`config.mk`:
```
export PLATFORM = sky130hd
export DESIGN_NAME = sync_timer_group
export DESIGN_NICKNAME = d
export VERILOG_FILES = /design/src/rtl/sync_timer_group.sv
export SDC_FILE = /design/constraint.sdc
export NUM_CORES = 1
export LEC_CHECK = 0
export BUFFER_PORTS_ARGS = -buffer_cell sky130_fd_sc_hd__buf_2
export CAP_MARGIN = 25
export CORE_UTILIZATION = 35
export CTS_CLUSTER_DIAMETER = 200
export DETAILED_ROUTE_END_ITERATION = 7
export PLACE_DENSITY = 0.5
export SETUP_SLACK_MARGIN = 0.05
export SYNTH_ARGS = -nofsm -noshare
export SYNTH_HDL_FRONTEND = slang
export SYNTH_SLANG_ARGS = --single-unit
```
`constraint.sdc`:
```
create_clock -name clk -period 3.37 [get_ports clk]
set_clock_uncertainty 0.05 [all_clocks]
set_input_delay 0.5055 -clock clk [delete_from_list [all_inputs] [get_ports clk]]
set_output_delay 0.5055 -clock clk [all_outputs]
set_load 0.005 [all_outputs]
```
`src/rtl/sync_timer_group.sv`:
```
module sync_timer_group #(
  parameter int NCH = 3,
  parameter int W   = 16,
  parameter int AW  = 4
) (
  input  logic           clk,
  input  logic           rst_n,
  input  logic           cnt_en,
  input  logic           wr_en,
  input  logic [AW-1:0]  wr_addr,
  input  logic [W-1:0]   wr_data,
  input  logic [AW-1:0]  rd_addr,
  output logic [W-1:0]   rd_data,
  output logic [NCH-1:0] pwm_out
);
  localparam int CHW = AW - 2;
  localparam logic [1:0] RG_CNT = 2'd0, RG_CMPA = 2'd1, RG_CMPB = 2'd2, RG_CTRL = 2'd3;
  localparam logic [2:0] CL_A = 3'd1, CL_B = 3'd2, CL_GRP = 3'd3;

  logic [NCH-1:0][W-1:0] cnt_q, cmpa_q, cmpb_q;
  logic [NCH-1:0][2:0]   sel;
  logic [NCH-1:0]        start, sync, pwm_q, own_clr, load;

  logic [CHW-1:0] wr_ch, rd_ch;
  logic           wr_cnt, wr_tgt_sync, grp_clr;

  assign wr_ch   = wr_addr[AW-1:2];
  assign rd_ch   = rd_addr[AW-1:2];
  assign wr_cnt  = wr_en && wr_addr[1:0] == RG_CNT;
  assign grp_clr = |(own_clr & sync);

  always_comb begin
    wr_tgt_sync = 1'b0;
    rd_data     = '0;
    for (int i = 0; i < NCH; i++) begin
      if (wr_ch == CHW'(i)) wr_tgt_sync = sync[i];
      if (rd_ch == CHW'(i)) begin
        case (rd_addr[1:0])
          RG_CNT:  rd_data = cnt_q[i];
          RG_CMPA: rd_data = cmpa_q[i];
          RG_CMPB: rd_data = cmpb_q[i];
          default: rd_data = W'({sel[i], sync[i], start[i]});
        endcase
      end
    end
  end

  for (genvar i = 0; i < NCH; i++) begin : g_ch
    logic tick, hit_a, hit_b, self, clr;
    assign tick       = start[i] & cnt_en;
    assign hit_a      = tick && cnt_q[i] == cmpa_q[i];
    assign hit_b      = tick && cnt_q[i] == cmpb_q[i];
    assign self       = wr_ch == CHW'(i);
    assign own_clr[i] = (sel[i] == CL_A && hit_a) || (sel[i] == CL_B && hit_b);
    assign clr        = own_clr[i] || (sync[i] && sel[i] == CL_GRP && grp_clr);
    assign load[i]    = wr_cnt && (self || (sync[i] && wr_tgt_sync));
    assign pwm_out[i] = pwm_q[i] & start[i];

    always_ff @(posedge clk or negedge rst_n) begin
      if (!rst_n) begin
        cnt_q[i]  <= '0;
        cmpa_q[i] <= '0;
        cmpb_q[i] <= '0;
        sel[i]    <= '0;
        sync[i]   <= 1'b0;
        start[i]  <= 1'b0;
        pwm_q[i]  <= 1'b0;
      end else begin
        if (load[i])   cnt_q[i] <= wr_data;
        else if (clr)  cnt_q[i] <= '0;
        else if (tick) cnt_q[i] <= cnt_q[i] + 1'b1;

        if (wr_en && self) begin
          case (wr_addr[1:0])
            RG_CMPA: cmpa_q[i] <= wr_data;
            RG_CMPB: cmpb_q[i] <= wr_data;
            RG_CTRL: {sel[i], sync[i], start[i]} <= wr_data[4:0];
            default: ;
          endcase
        end

        if (!start[i])  pwm_q[i] <= 1'b0;
        else if (hit_b) pwm_q[i] <= 1'b0;
        else if (hit_a) pwm_q[i] <= 1'b1;
      end
    end
  end
endmodule

```
Word-level counts from Yosys, hierarchy flattened
Cells that the tools add are included.
- register bits: 162
- input bits: 28
- add/subtract/negate cells: 3
- eq/ne operators: 27
- mux-type cells: 27
- bitwise operators: 7
- reduce and logical (&&, ||, !) cells: 54
- operator list (kind ; number):
    16-bit 2-to-1 mux ; 12
    16-bit case mux with 3 select lines ; 3
    16-bit == test ; 6
    16-bit by 1-bit adder with 16-bit output, second input constant ; 3
    1-bit logical AND ; 28
    3-bit by 2-bit == test with 1-bit output, second input constant ; 6
    2-bit AND reduction ; 9
    1-bit 2-to-1 mux ; 12
    2-bit == test, second input constant ; 5
    3-bit by 1-bit == test with 1-bit output, second input constant ; 3
    1-bit logical OR ; 9
    3-bit by 1-bit inequality test with 1-bit output, second input constant ; 3
    3-bit nonzero test ; 3
    2-bit by 1-bit == test with 1-bit output, second input constant ; 4
    2-bit zero test ; 4
    1-bit AND ; 6
    3-bit AND ; 1
    3-bit OR reduction ; 1

Longest topological paths before layout
Gate-level depths: netlist of the first run.
- depth in word-level cells: 10
- depth in mapped cells: 12
- mapped depth without buffers: 8

Least setup slack after synthesis of the first run
OpenSTA, ideal clock, no wires.
- kind: input-to-output
- start: input rd_addr[1]
- end: output rd_data[4]
- arrival time: 2.073 ns
- path slack: 0.742 ns
- stages: 6
- path buffers: 3
- cell sequence: clkbuf_1 -> clkbuf_1 -> clkbuf_1 -> mux4_2 -> mux2i_1 -> o22ai_1
- cells in the longest elaborated chain, start to end: 5
- elaborated cells between the ends (all ways): 9
- ends and longest elaborated chain (what ; line ; source):
    from (decl) ; 12 ; input logic [AW-1:0] rd_addr,
    2-bit == test, or another cell as far along ; 38 ; case (rd_addr[1:0])
    16-bit case mux with 3 select lines ; 38 ;
    16-bit 2-to-1 mux (2 in series) ; 37 ; if (rd_ch == CHW'(i)) begin
    16-bit 2-to-1 mux * ; 37 ;
    to (decl) ; 13 ; output logic [W-1:0] rd_data,
Mark *: on every way between the ends. The rest lies on a longest branch, timed or not.

Final worst setup path of the first run
- start: register cnt_q[43] in the netlist's numbering
- end: register cnt_q[45] in the netlist's numbering
- cells in the longest elaborated chain, start to end: 10
- elaborated cells between the ends (all ways): 16
- ends and longest elaborated chain (what ; line ; source):
    from (decl) ; 20 ; logic [NCH-1:0][W-1:0] cnt_q, cmpa_q, cmpb_q;
    from (signal, indexed assignment) ; 69 ; if (load[i]) cnt_q[i] <= wr_data;
    from (signal, indexed assignment) ; 71 ; else if (tick) cnt_q[i] <= cnt_q[i] + 1'b1;
    parallel branches: the longest is 10 deep, another holds 16-bit by 1-bit adder with 16-bit output ; n/a ;
Several ways; the timed one is not identified. The select of a mux whose other input is x is not followed.
A chain may end at the register's enable or synchronous reset.

==> metrics.txt, run 1 <==
# TYPE chip_impl_metric gauge
chip_impl_info{name="crit_type",value="reg2reg"} 1
chip_impl_metric{name="worstPathMaxFanout",unit=""} 9
chip_impl_metric{name="worstHoldPathCells",unit=""} 3
chip_impl_metric{name="post_synth_inst_count",unit=""} 1116
chip_impl_metric{name="post_synth_edffs",unit=""} 0
chip_impl_metric{name="rows",unit=""} 63
chip_impl_info{name="crit_path_end_kind",value="register"} 1
chip_impl_metric{name="pin_count_of_the_biggest_net_entering_global_routing",unit=""} 57
chip_impl_metric{name="cts_post_setup_buffers_inserted",unit=""} 0
chip_impl_metric{name="timing.critical_path.required",unit="ns"} 3.65
chip_impl_metric{name="ys_seq_elements",unit=""} 162
chip_impl_metric{name="leakagePower",unit="nW"} 4.86
chip_impl_metric{name="final_min_period_over_clock_period",unit="%"} 89.3
chip_impl_metric{name="timing_max_transition_violations_final",unit=""} 0
chip_impl_metric{name="antenna_found_initial",unit=""} 0
chip_impl_metric{name="syn_area",unit="mm²"} 0.0106
chip_impl_metric{name="design.portCount",unit=""} 47
chip_impl_info{name="r2r-start",value="cnt_q[43]"} 1
chip_impl_metric{name="synth_cell_types",unit=""} 68
chip_impl_metric{name="final_period_minus_worst_setup_slack",unit="ns"} 3.01
chip_impl_metric{name="timing.reg2reg.setup_slack",unit="ns"} 0.36
chip_impl_metric{name="cts_htree_levels",unit=""} 4
chip_impl_metric{name="grt_pass1_wl",unit="µm"} 52700
chip_impl_info{name="run_status",value="completed"} 1
chip_impl_metric{name="final_core_util",unit="%"} 39.3
chip_impl_metric{name="drc",unit=""} 0
chip_impl_metric{name="clkLatencyLatePin",unit="ns"} 0.45
chip_impl_metric{name="synth_seq_area_share",unit="%"} 38.2
chip_impl_metric{name="critical_path_arrival",unit="ns"} 3.29
chip_impl_metric{name="asyncSetResetFlopFracSynth",unit="%"} 100
chip_impl_metric{name="drt-total-wl",unit="µm"} 34600
chip_impl_metric{name="layout-area-overhead-vs-synth",unit="%"} 10.2
chip_impl_metric{name="floorplan.die_area",unit="mm²"} 0.0310
chip_impl_metric{name="detailedRoute.firstPassIterationCount",unit=""} 7
chip_impl_info{name="tritoncts",value="done"} 1
chip_impl_info{name="synth-main-ff-cell",value="sky130_fd_sc_hd__dfrtp_1"} 1
chip_impl_metric{name="clkSinkCount",unit=""} 162
chip_impl_metric{name="timing.max_cap.violations",unit=""} 0
chip_impl_metric{name="finalSetupViolations",unit=""} 0
chip_impl_info{name="crit-reg2reg-capture",value="cnt_q[45]"} 1
chip_impl_info{name="hold_path_class",value="in2reg"} 1
chip_impl_metric{name="combined_global_route_utilization_of_all_metal_layers",unit="%"} 23.0
chip_impl_info{name="timing.hold.worst.start",value="wr_data[1]"} 1
chip_impl_metric{name="vdd.ir_drop.worst",unit="mV"} 0.400
chip_impl_metric{name="mappedNetlistNets",unit=""} 1147
chip_impl_metric{name="worst_slew_margin_rel",unit="%"} 47.6
chip_impl_metric{name="chipWidth",unit="µm"} 176
chip_impl_metric{name="avgRoutedWirePerCell",unit="µm"} 23.1
chip_impl_metric{name="die_height",unit="µm"} 176
chip_impl_metric{name="place_hpwl",unit="µm"} 24900
chip_impl_metric{name="detailedRoute.firstIterationViolations",unit=""} 847
chip_impl_info{name="rsz0062_at_grt",value="no"} 1
chip_impl_info{name="critPathLaunchType",value="register"} 1
chip_impl_metric{name="final.setup.tns",unit="ns"} 0
chip_impl_metric{name="ant_nets",unit=""} 0
chip_impl_info{name="holdPathEnd",value="sync[0]"} 1
chip_impl_metric{name="finalHoldViolCount",unit=""} 0
chip_impl_metric{name="core_area",unit="mm²"} 0.0297
chip_impl_metric{name="vias_in_the_first_global_route",unit=""} 8060
chip_impl_metric{name="route.detailed.vias_per_inst",unit=""} 5.73
chip_impl_metric{name="portBuffers",unit=""} 46
chip_impl_metric{name="insertedDiodeCount",unit=""} 0
chip_impl_metric{name="achievable-frequency",unit="MHz"} 332
chip_impl_metric{name="ff2ff_path_depth",unit=""} 8
chip_impl_metric{name="grt.overflow.total",unit=""} 0
chip_impl_metric{name="yosys_warnings",unit=""} 0
chip_impl_metric{name="tritoncts.num_buffers",unit=""} 17
chip_impl_metric{name="layout.nets",unit=""} 1129
chip_impl_metric{name="max_slew.worst_pin.slew",unit="ns"} 0.786
chip_impl_metric{name="finalWeightedCongestion",unit=""} 0.850
chip_impl_metric{name="cts.clk_slew.worst_paths",unit="ns"} 0.06
chip_impl_metric{name="num_vias",unit=""} 8585
chip_impl_metric{name="initial_core_util",unit="%"} 35.7
chip_impl_metric{name="synth.avg_cell_area",unit="µm²"} 9.50
chip_impl_metric{name="clock_path_buffers",unit=""} 2
chip_impl_metric{name="cellPowerDensity",unit="mW/mm²"} 589
chip_impl_metric{name="drive_above_1_share",unit="%"} 21.9
chip_impl_info{name="clock_tree.root_cell",value="sky130_fd_sc_hd__clkbuf_16"} 1
-- cells in the final DEF, fill, tap and decap left out, types with 5 or more instances in the layout --
master,netlist,layout
sky130_fd_sc_hd__a211oi_1,20,20
sky130_fd_sc_hd__a21o_1,5,5
sky130_fd_sc_hd__a21oi_1,48,46
sky130_fd_sc_hd__a221oi_1,9,9
sky130_fd_sc_hd__a22oi_1,11,11
sky130_fd_sc_hd__a311o_1,5,5
sky130_fd_sc_hd__and2_1,9,9
sky130_fd_sc_hd__and3_1,20,20
sky130_fd_sc_hd__buf_2,40,45
sky130_fd_sc_hd__buf_4,2,27
sky130_fd_sc_hd__clkbuf_16,0,17
sky130_fd_sc_hd__dfrtp_1,162,162
sky130_fd_sc_hd__inv_1,15,15
sky130_fd_sc_hd__mux2_2,105,105
sky130_fd_sc_hd__mux2i_1,34,34
sky130_fd_sc_hd__mux4_2,10,10
sky130_fd_sc_hd__nand2_1,97,97
sky130_fd_sc_hd__nand2b_1,7,7
sky130_fd_sc_hd__nand3_1,22,22
sky130_fd_sc_hd__nand4_1,30,30
sky130_fd_sc_hd__nor2_1,81,80
sky130_fd_sc_hd__nor3_1,23,23
sky130_fd_sc_hd__nor3b_1,8,8
sky130_fd_sc_hd__nor4_1,27,27
sky130_fd_sc_hd__o211a_1,10,10
sky130_fd_sc_hd__o21ai_0,51,51
sky130_fd_sc_hd__o22ai_1,18,18
sky130_fd_sc_hd__o31ai_1,10,10
sky130_fd_sc_hd__or2_2,5,5
sky130_fd_sc_hd__xnor2_1,73,73
sky130_fd_sc_hd__xnor2_2,6,6
sky130_fd_sc_hd__xor2_1,24,24
-- cell families after synthesis --
kind of cell	count (synthesis)	synth area share, %
buf+inv	127	5.26
compound gates	223	14.4
fa+ha+maj	3	0.354
flops	162	38.2
mux	149	16.5
xor+xnor	103	8.93
simple gates	349	16.3
-- flip-flops by register name, indices dropped and copies added, names as in the netlist --
signal,count
sel,9
pwm_q,3
start,3
cmpa_q,48
cnt_q,48
cmpb_q,48
sync,3
-- metrics by stage --
step	area [µm²]	worst slack [ns]	power (mW)	hold slack (ns)	std cells
floorplan	10600	0.742	4.15	0.160	1116
global placement	11100	0.406	4.77	0.447	1468
detailed placement	11100	0.420	4.78	0.443	1468
CTS	11700	0.410	6.90	0.400	1499
global route	11700	0.239	7.21	0.424	1499
finish	11700	0.359	6.88	0.418	1499
-- cell usage after synthesis, drive strengths merged, types with 2 or more instances --
| cell type | instances | area (µm²) |
|---|---|---|
| nand2b | 7 | 43.8 |
| a311o | 5 | 50.1 |
| nor3b | 8 | 60.1 |
| a221oi | 9 | 78.8 |
| a211oi | 21 | 163 |
| o21ai | 51 | 255 |
| buf | 51 | 272 |
| dfrtp | 162 | 4050 |
| ha | 3 | 37.5 |
| o211a | 10 | 100 |
| a21oi | 48 | 240 |
| a21o | 5 | 37.5 |
| a32oi | 6 | 67.6 |
| o31a | 3 | 26.3 |
| nand4 | 30 | 188 |
| a31oi | 5 | 37.5 |
| nor4 | 29 | 194 |
| nand3 | 22 | 110 |
| o21a | 4 | 30.0 |
| xnor2 | 79 | 737 |
| xor2 | 24 | 210 |
| mux4 | 10 | 225 |
| nor3 | 24 | 125 |
| nand2 | 97 | 364 |
| or2 | 5 | 31.3 |
| nor2 | 82 | 310 |
| a22oi | 11 | 82.6 |
| and2 | 10 | 62.6 |
| nor2b | 3 | 18.8 |
| or4 | 3 | 22.5 |
| inv | 15 | 56.3 |
| a211o | 2 | 17.5 |
| o41ai | 2 | 17.5 |
| o31ai | 10 | 75.1 |
| clkbuf | 61 | 230 |
| mux2i | 34 | 340 |
| o22ai | 20 | 145 |
| mux2 | 105 | 1180 |
| nand3b | 3 | 22.5 |
| and4 | 4 | 35.0 |
| and3 | 20 | 125 |
-- cell type report --
type | count | area (µm²)
clock buffers | 20 | 457
clock inverters | 10 | 159
fillers | 2922 | 18000
inverters | 15 | 56.3
multi-input cells | 827 | 6000
flip-flops and latches | 162 | 4050
well taps | 390 | 488
repair buffers | 75 | 469
-- where the power goes --
part / internal, mW / switching [mW] / leakage [nW]
logic: 0.924 / 0.905 / 2.52
clock network: 1.27 / 0.843 / 0.298
registers: 2.34 / 0.601 / 2.04
total: 4.53 / 2.35 / 4.86
-- worst max-delay path by stage --
stage / cells after the start / startpoint / end / slack [ns]
3_3_place_gp: 9 / cnt_en / cnt_q[36] / 0.41
3_5_place_dp: 8 / cnt_q[43] / cnt_q[36] / 0.42
4_1_cts: 8 / cnt_q[43] / cnt_q[45] / 0.41
2_1_floorplan: 6 / rd_addr[1] / rd_data[4] / 0.74
5_1_grt: 8 / cnt_q[21] / cnt_q[37] / 0.24
6_report: 8 / cnt_q[43] / cnt_q[45] / 0.36
-- worst max-delay path: stages (launching register included) --
cell                      delay [ns]
sky130_fd_sc_hd__dfrtp_1        0.51
sky130_fd_sc_hd__xor2_1         0.19
sky130_fd_sc_hd__nor4_1         0.46
sky130_fd_sc_hd__nand4_1        0.33
sky130_fd_sc_hd__o22ai_2        0.37
sky130_fd_sc_hd__buf_4          0.24
sky130_fd_sc_hd__nor2_2         0.06
sky130_fd_sc_hd__or3_1          0.48
sky130_fd_sc_hd__o211a_1        0.20
-- what timing repair did --
item                      CTS  global route
resized for setup           0             0
hold buffers                1             0
hold endpoints to repair   47             0
-- per-layer routing --
| metal | wire length (µm) | up-vias | global-route usage, % |
|---|---|---|---|
| li1 | - | 3996 | - |
| met4 | 531 | 0 | 6.27 |
| met5 | 0 | - | 0 |
| met1 | 16500 | 4233 | 33.3 |
| met2 | 15600 | 325 | 34.9 |
| met3 | 1910 | 31 | 4.09 |
Power figures use the tool's default switching activity.
==> run 2, diff against run 1 <==
- ABC_AREA: not set -> 1
==> metrics.txt, run 2 <==
# TYPE chip_impl_metric gauge
chip_impl_metric{name="ff2ff_path_depth",unit=""} 11
chip_impl_metric{name="floorplan.die_area",unit="mm²"} 0.0348
chip_impl_info{name="ys_top_cells_by_count",value="sky130_fd_sc_hd__nand2_1, sky130_fd_sc_hd__nor2_1, sky130_fd_sc_hd__inv_1, sky130_fd_sc_hd__o21ai_0, sky130_fd_sc_hd__dfrtp_1"} 1
chip_impl_metric{name="drive_above_1_share",unit="%"} 11.9
chip_impl_metric{name="pin_count_of_the_biggest_net_entering_global_routing",unit=""} 67
chip_impl_metric{name="timing.critical_path.required",unit="ns"} 2.81
chip_impl_metric{name="antenna_found_initial",unit=""} 0
chip_impl_info{name="synth.area.top_cells",value="sky130_fd_sc_hd__dfrtp_1, sky130_fd_sc_hd__nand2_1, sky130_fd_sc_hd__o21ai_0"} 1
chip_impl_metric{name="finalSetupViolations",unit=""} 0
chip_impl_metric{name="worstHoldPathCells",unit=""} 3
chip_impl_metric{name="final_min_period_over_clock_period",unit="%"} 83.0
chip_impl_metric{name="cts-resized-gates",unit=""} 0
chip_impl_metric{name="ys_seq_elements",unit=""} 162
chip_impl_metric{name="combined_global_route_utilization_of_all_metal_layers",unit="%"} 28.2
chip_impl_metric{name="chipWidth",unit="µm"} 187
chip_impl_metric{name="timing.max_cap.violations",unit=""} 0
chip_impl_metric{name="numPlacedInstances",unit=""} 2270
chip_impl_info{name="timing.critical_path.mode_cell",value="sky130_fd_sc_hd__buf_2"} 1
chip_impl_metric{name="drt-total-wl",unit="µm"} 48400
chip_impl_metric{name="layout-area-overhead-vs-synth",unit="%"} 10.3
chip_impl_metric{name="final_period_minus_worst_setup_slack",unit="ns"} 2.80
chip_impl_info{name="crit-reg2reg-capture",value="cnt_q[47]"} 1
chip_impl_info{name="rsz0062_at_grt",value="no"} 1
chip_impl_metric{name="rows",unit=""} 67
chip_impl_metric{name="post_synth_edffs",unit=""} 0
chip_impl_metric{name="synth_seq_area_share",unit="%"} 34.0
chip_impl_metric{name="post-layout-total-power",unit="mW"} 9.44
chip_impl_info{name="synth-main-ff-cell",value="sky130_fd_sc_hd__dfrtp_1"} 1
chip_impl_metric{name="core_area",unit="mm²"} 0.0335
chip_impl_info{name="r2r-start",value="sync[2]"} 1
chip_impl_metric{name="ant_nets",unit=""} 0
chip_impl_metric{name="drc",unit=""} 0
chip_impl_metric{name="clkLatencyLatePin",unit="ns"} 0.46
chip_impl_metric{name="synth.avg_cell_area",unit="µm²"} 6.50
chip_impl_metric{name="achievable-frequency",unit="MHz"} 357
chip_impl_metric{name="avgRoutedWirePerCell",unit="µm"} 21.0
chip_impl_info{name="tritoncts",value="done"} 1
chip_impl_info{name="most_instantiated_library_cell_after_synthesis",value="sky130_fd_sc_hd__nand2_1"} 1
chip_impl_metric{name="layoutNonFillerInstCount",unit=""} 2303
chip_impl_metric{name="sequentialPowerShare",unit="%"} 35.8
chip_impl_metric{name="critical_path_arrival",unit="ns"} 2.24
chip_impl_metric{name="design.portCount",unit=""} 47
chip_impl_metric{name="leakagePower",unit="nW"} 6.61
chip_impl_metric{name="cts.clk_slew.worst_paths",unit="ns"} 0.07
chip_impl_metric{name="detailedRoute.firstPassIterationCount",unit=""} 5
chip_impl_info{name="critPathLaunchType",value="input port"} 1
chip_impl_metric{name="max_slew.worst_pin.slew",unit="ns"} 0.803
chip_impl_metric{name="timing_max_transition_violations_final",unit=""} 0
chip_impl_info{name="mostFrequentLayoutCells",value="sky130_fd_sc_hd__nand2_1, sky130_fd_sc_hd__nor2_1, sky130_fd_sc_hd__inv_1"} 1
chip_impl_info{name="layout.cells.most_common",value="sky130_fd_sc_hd__nand2_1"} 1
chip_impl_metric{name="layout.nets",unit=""} 1873
chip_impl_info{name="hold_path_class",value="in2reg"} 1
chip_impl_metric{name="route.detailed.vias_per_inst",unit=""} 5.36
chip_impl_metric{name="cellPowerDensity",unit="mW/mm²"} 717
chip_impl_info{name="holdPathEnd",value="cmpb_q[46]"} 1
chip_impl_info{name="post-synth-top-area-cell",value="sky130_fd_sc_hd__dfrtp_1"} 1
chip_impl_info{name="largest_registers",value="cmpa_q (48), cmpb_q (48), cnt_q (48)"} 1
chip_impl_metric{name="power.internal",unit="mW"} 5.17
chip_impl_metric{name="initial_core_util",unit="%"} 35.6
chip_impl_metric{name="clkSinkCount",unit=""} 162
chip_impl_metric{name="syn_area",unit="mm²"} 0.0119
chip_impl_metric{name="die_height",unit="µm"} 187
chip_impl_metric{name="insertedDiodeCount",unit=""} 0
chip_impl_metric{name="clock_path_buffers",unit=""} 2
chip_impl_metric{name="post_synth_inst_count",unit=""} 1836
chip_impl_metric{name="grt_pass1_wl",unit="µm"} 73800
chip_impl_metric{name="detailedRoute.firstIterationViolations",unit=""} 1269
chip_impl_metric{name="timing.reg2reg.setup_slack",unit="ns"} 0.67
chip_impl_metric{name="yosys_warnings",unit=""} 0
chip_impl_metric{name="finalHoldViolCount",unit=""} 0
chip_impl_metric{name="tritoncts.num_buffers",unit=""} 17
chip_impl_metric{name="finalWeightedCongestion",unit=""} 0.955
chip_impl_metric{name="mappedNetlistNets",unit=""} 1867
chip_impl_metric{name="cts_htree_levels",unit=""} 4
chip_impl_metric{name="switching_share",unit="%"} 45.2
chip_impl_metric{name="total_switching_power",unit="mW"} 4.26
chip_impl_metric{name="worstPathMaxFanout",unit=""} 43
chip_impl_info{name="crit_path_end_kind",value="primary output"} 1
chip_impl_metric{name="portBuffers",unit=""} 46
chip_impl_metric{name="asyncSetResetFlopFracSynth",unit="%"} 100
chip_impl_metric{name="vias_in_the_first_global_route",unit=""} 11634
chip_impl_info{name="timing.critical_path.slowest_stage_cell",value="sky130_fd_sc_hd__a221oi_1"} 1
chip_impl_info{name="crit_type",value="in2out"} 1
chip_impl_info{name="run_status",value="completed"} 1
chip_impl_metric{name="vdd.ir_drop.worst",unit="mV"} 0.431
chip_impl_metric{name="cts_post_setup_buffers_inserted",unit=""} 0
chip_impl_metric{name="final.setup.tns",unit="ns"} 0
chip_impl_metric{name="synthDominantCellAreaShare",unit="%"} 34.0
chip_impl_info{name="setup.worst_path.start",value="rd_addr[0]"} 1
chip_impl_metric{name="synth_cell_types",unit=""} 48
chip_impl_metric{name="place_hpwl",unit="µm"} 36000
chip_impl_metric{name="post_cts_hold_buffer_count",unit=""} 1
chip_impl_metric{name="comb_power_share",unit="%"} 40.2
chip_impl_metric{name="power.share.clock",unit="%"} 24.1
chip_impl_info{name="critical_path.cell_chain",value="buf_2, inv_1, nor2_1, buf_4, clkinv_1, buf_12, o22ai_1, a221oi_1, o221ai_1, buf_2"} 1
chip_impl_metric{name="worst_slew_margin_rel",unit="%"} 46.0
chip_impl_info{name="timing.hold.worst.start",value="wr_data[14]"} 1
chip_impl_info{name="clock_tree.root_cell",value="sky130_fd_sc_hd__clkbuf_16"} 1
chip_impl_metric{name="num_vias",unit=""} 12344
chip_impl_metric{name="grt.overflow.total",unit=""} 0
chip_impl_metric{name="n_fill_cell",unit=""} 3683
chip_impl_metric{name="slowest_delay",unit="ns"} 0.46
run 2: critical path, delay by kind of cell:
family | cells | cell delay, ns
AOI/OAI and AO/OA | 3 | 0.82
buffers and inverters | 6 | 0.84
and+or+nand+nor | 1 | 0.05
run 2: layout make-up:
class                   count  area, µm²  share of cell area [%]
multi-input cells        1355       6500                    49.4
flip-flops and latches    162       4050                    30.8
clock inverters            13        205                    1.56
repair buffers             83        552                    4.19
clock buffers              19        453                    3.44
well taps                 448        561                    4.26
inverters                 223        838                    6.37
run 2: cells by family after synthesis:
logic type,count (synthesis),synth area share (%)
buf+inv,319,11.6
fa+ha+maj,3,0.315
simple gates,1024,37.5
flops,162,34.0
xor+xnor,52,3.82
compound gates,276,12.7
run 2: how the worst max path moves through the flow:
stage,end,slack [ns],cells past startpoint
floorplan,rd_data[1],1.21,7
global route,rd_data[1],0.51,10
detailed placement,cnt_q[47],0.46,12
global placement,cnt_q[47],0.46,12
finish,rd_data[4],0.57,10
CTS,rd_data[4],0.60,10
run 2: through the flow:
| stage | hold WS [ns] | utilization [%] | worst slack [ns] | instance area [µm²] |
|---|---|---|---|---|
| after floorplan | 0.160 | - | 1.21 | 11900 |
| after global placement | 0.444 | 37.2 | 0.455 | 12500 |
| after detailed placement | 0.457 | 37.3 | 0.457 | 12500 |
| after CTS | 0.383 | 39.3 | 0.601 | 13200 |
| after global routing | 0.392 | 39.3 | 0.512 | 13200 |
| final | 0.393 | 39.3 | 0.572 | 13200 |
run 2: metal layers:
layer	vias to the layer above	global-route usage, %	routed length [µm]
met3	62	3.61	3100
li1	5899	-	-
met2	468	44.7	22100
met4	0	8.95	1300
met1	5915	39.7	22000
met5	-	0	0
run 2: power groups by stage:
| stage | Combinational [mW] | Sequential (mW) | Clock [mW] |
|---|---|---|---|
| final | 3.79 | 3.37 | 2.27 |
| after global routing | 4.25 | 3.44 | 2.36 |
| after CTS | 3.75 | 3.35 | 2.30 |
| after detailed placement | 3.74 | 3.38 | 0 |
| after global placement | 3.73 | 3.38 | 0 |
| after floorplan | 3.01 | 2.86 | 0 |
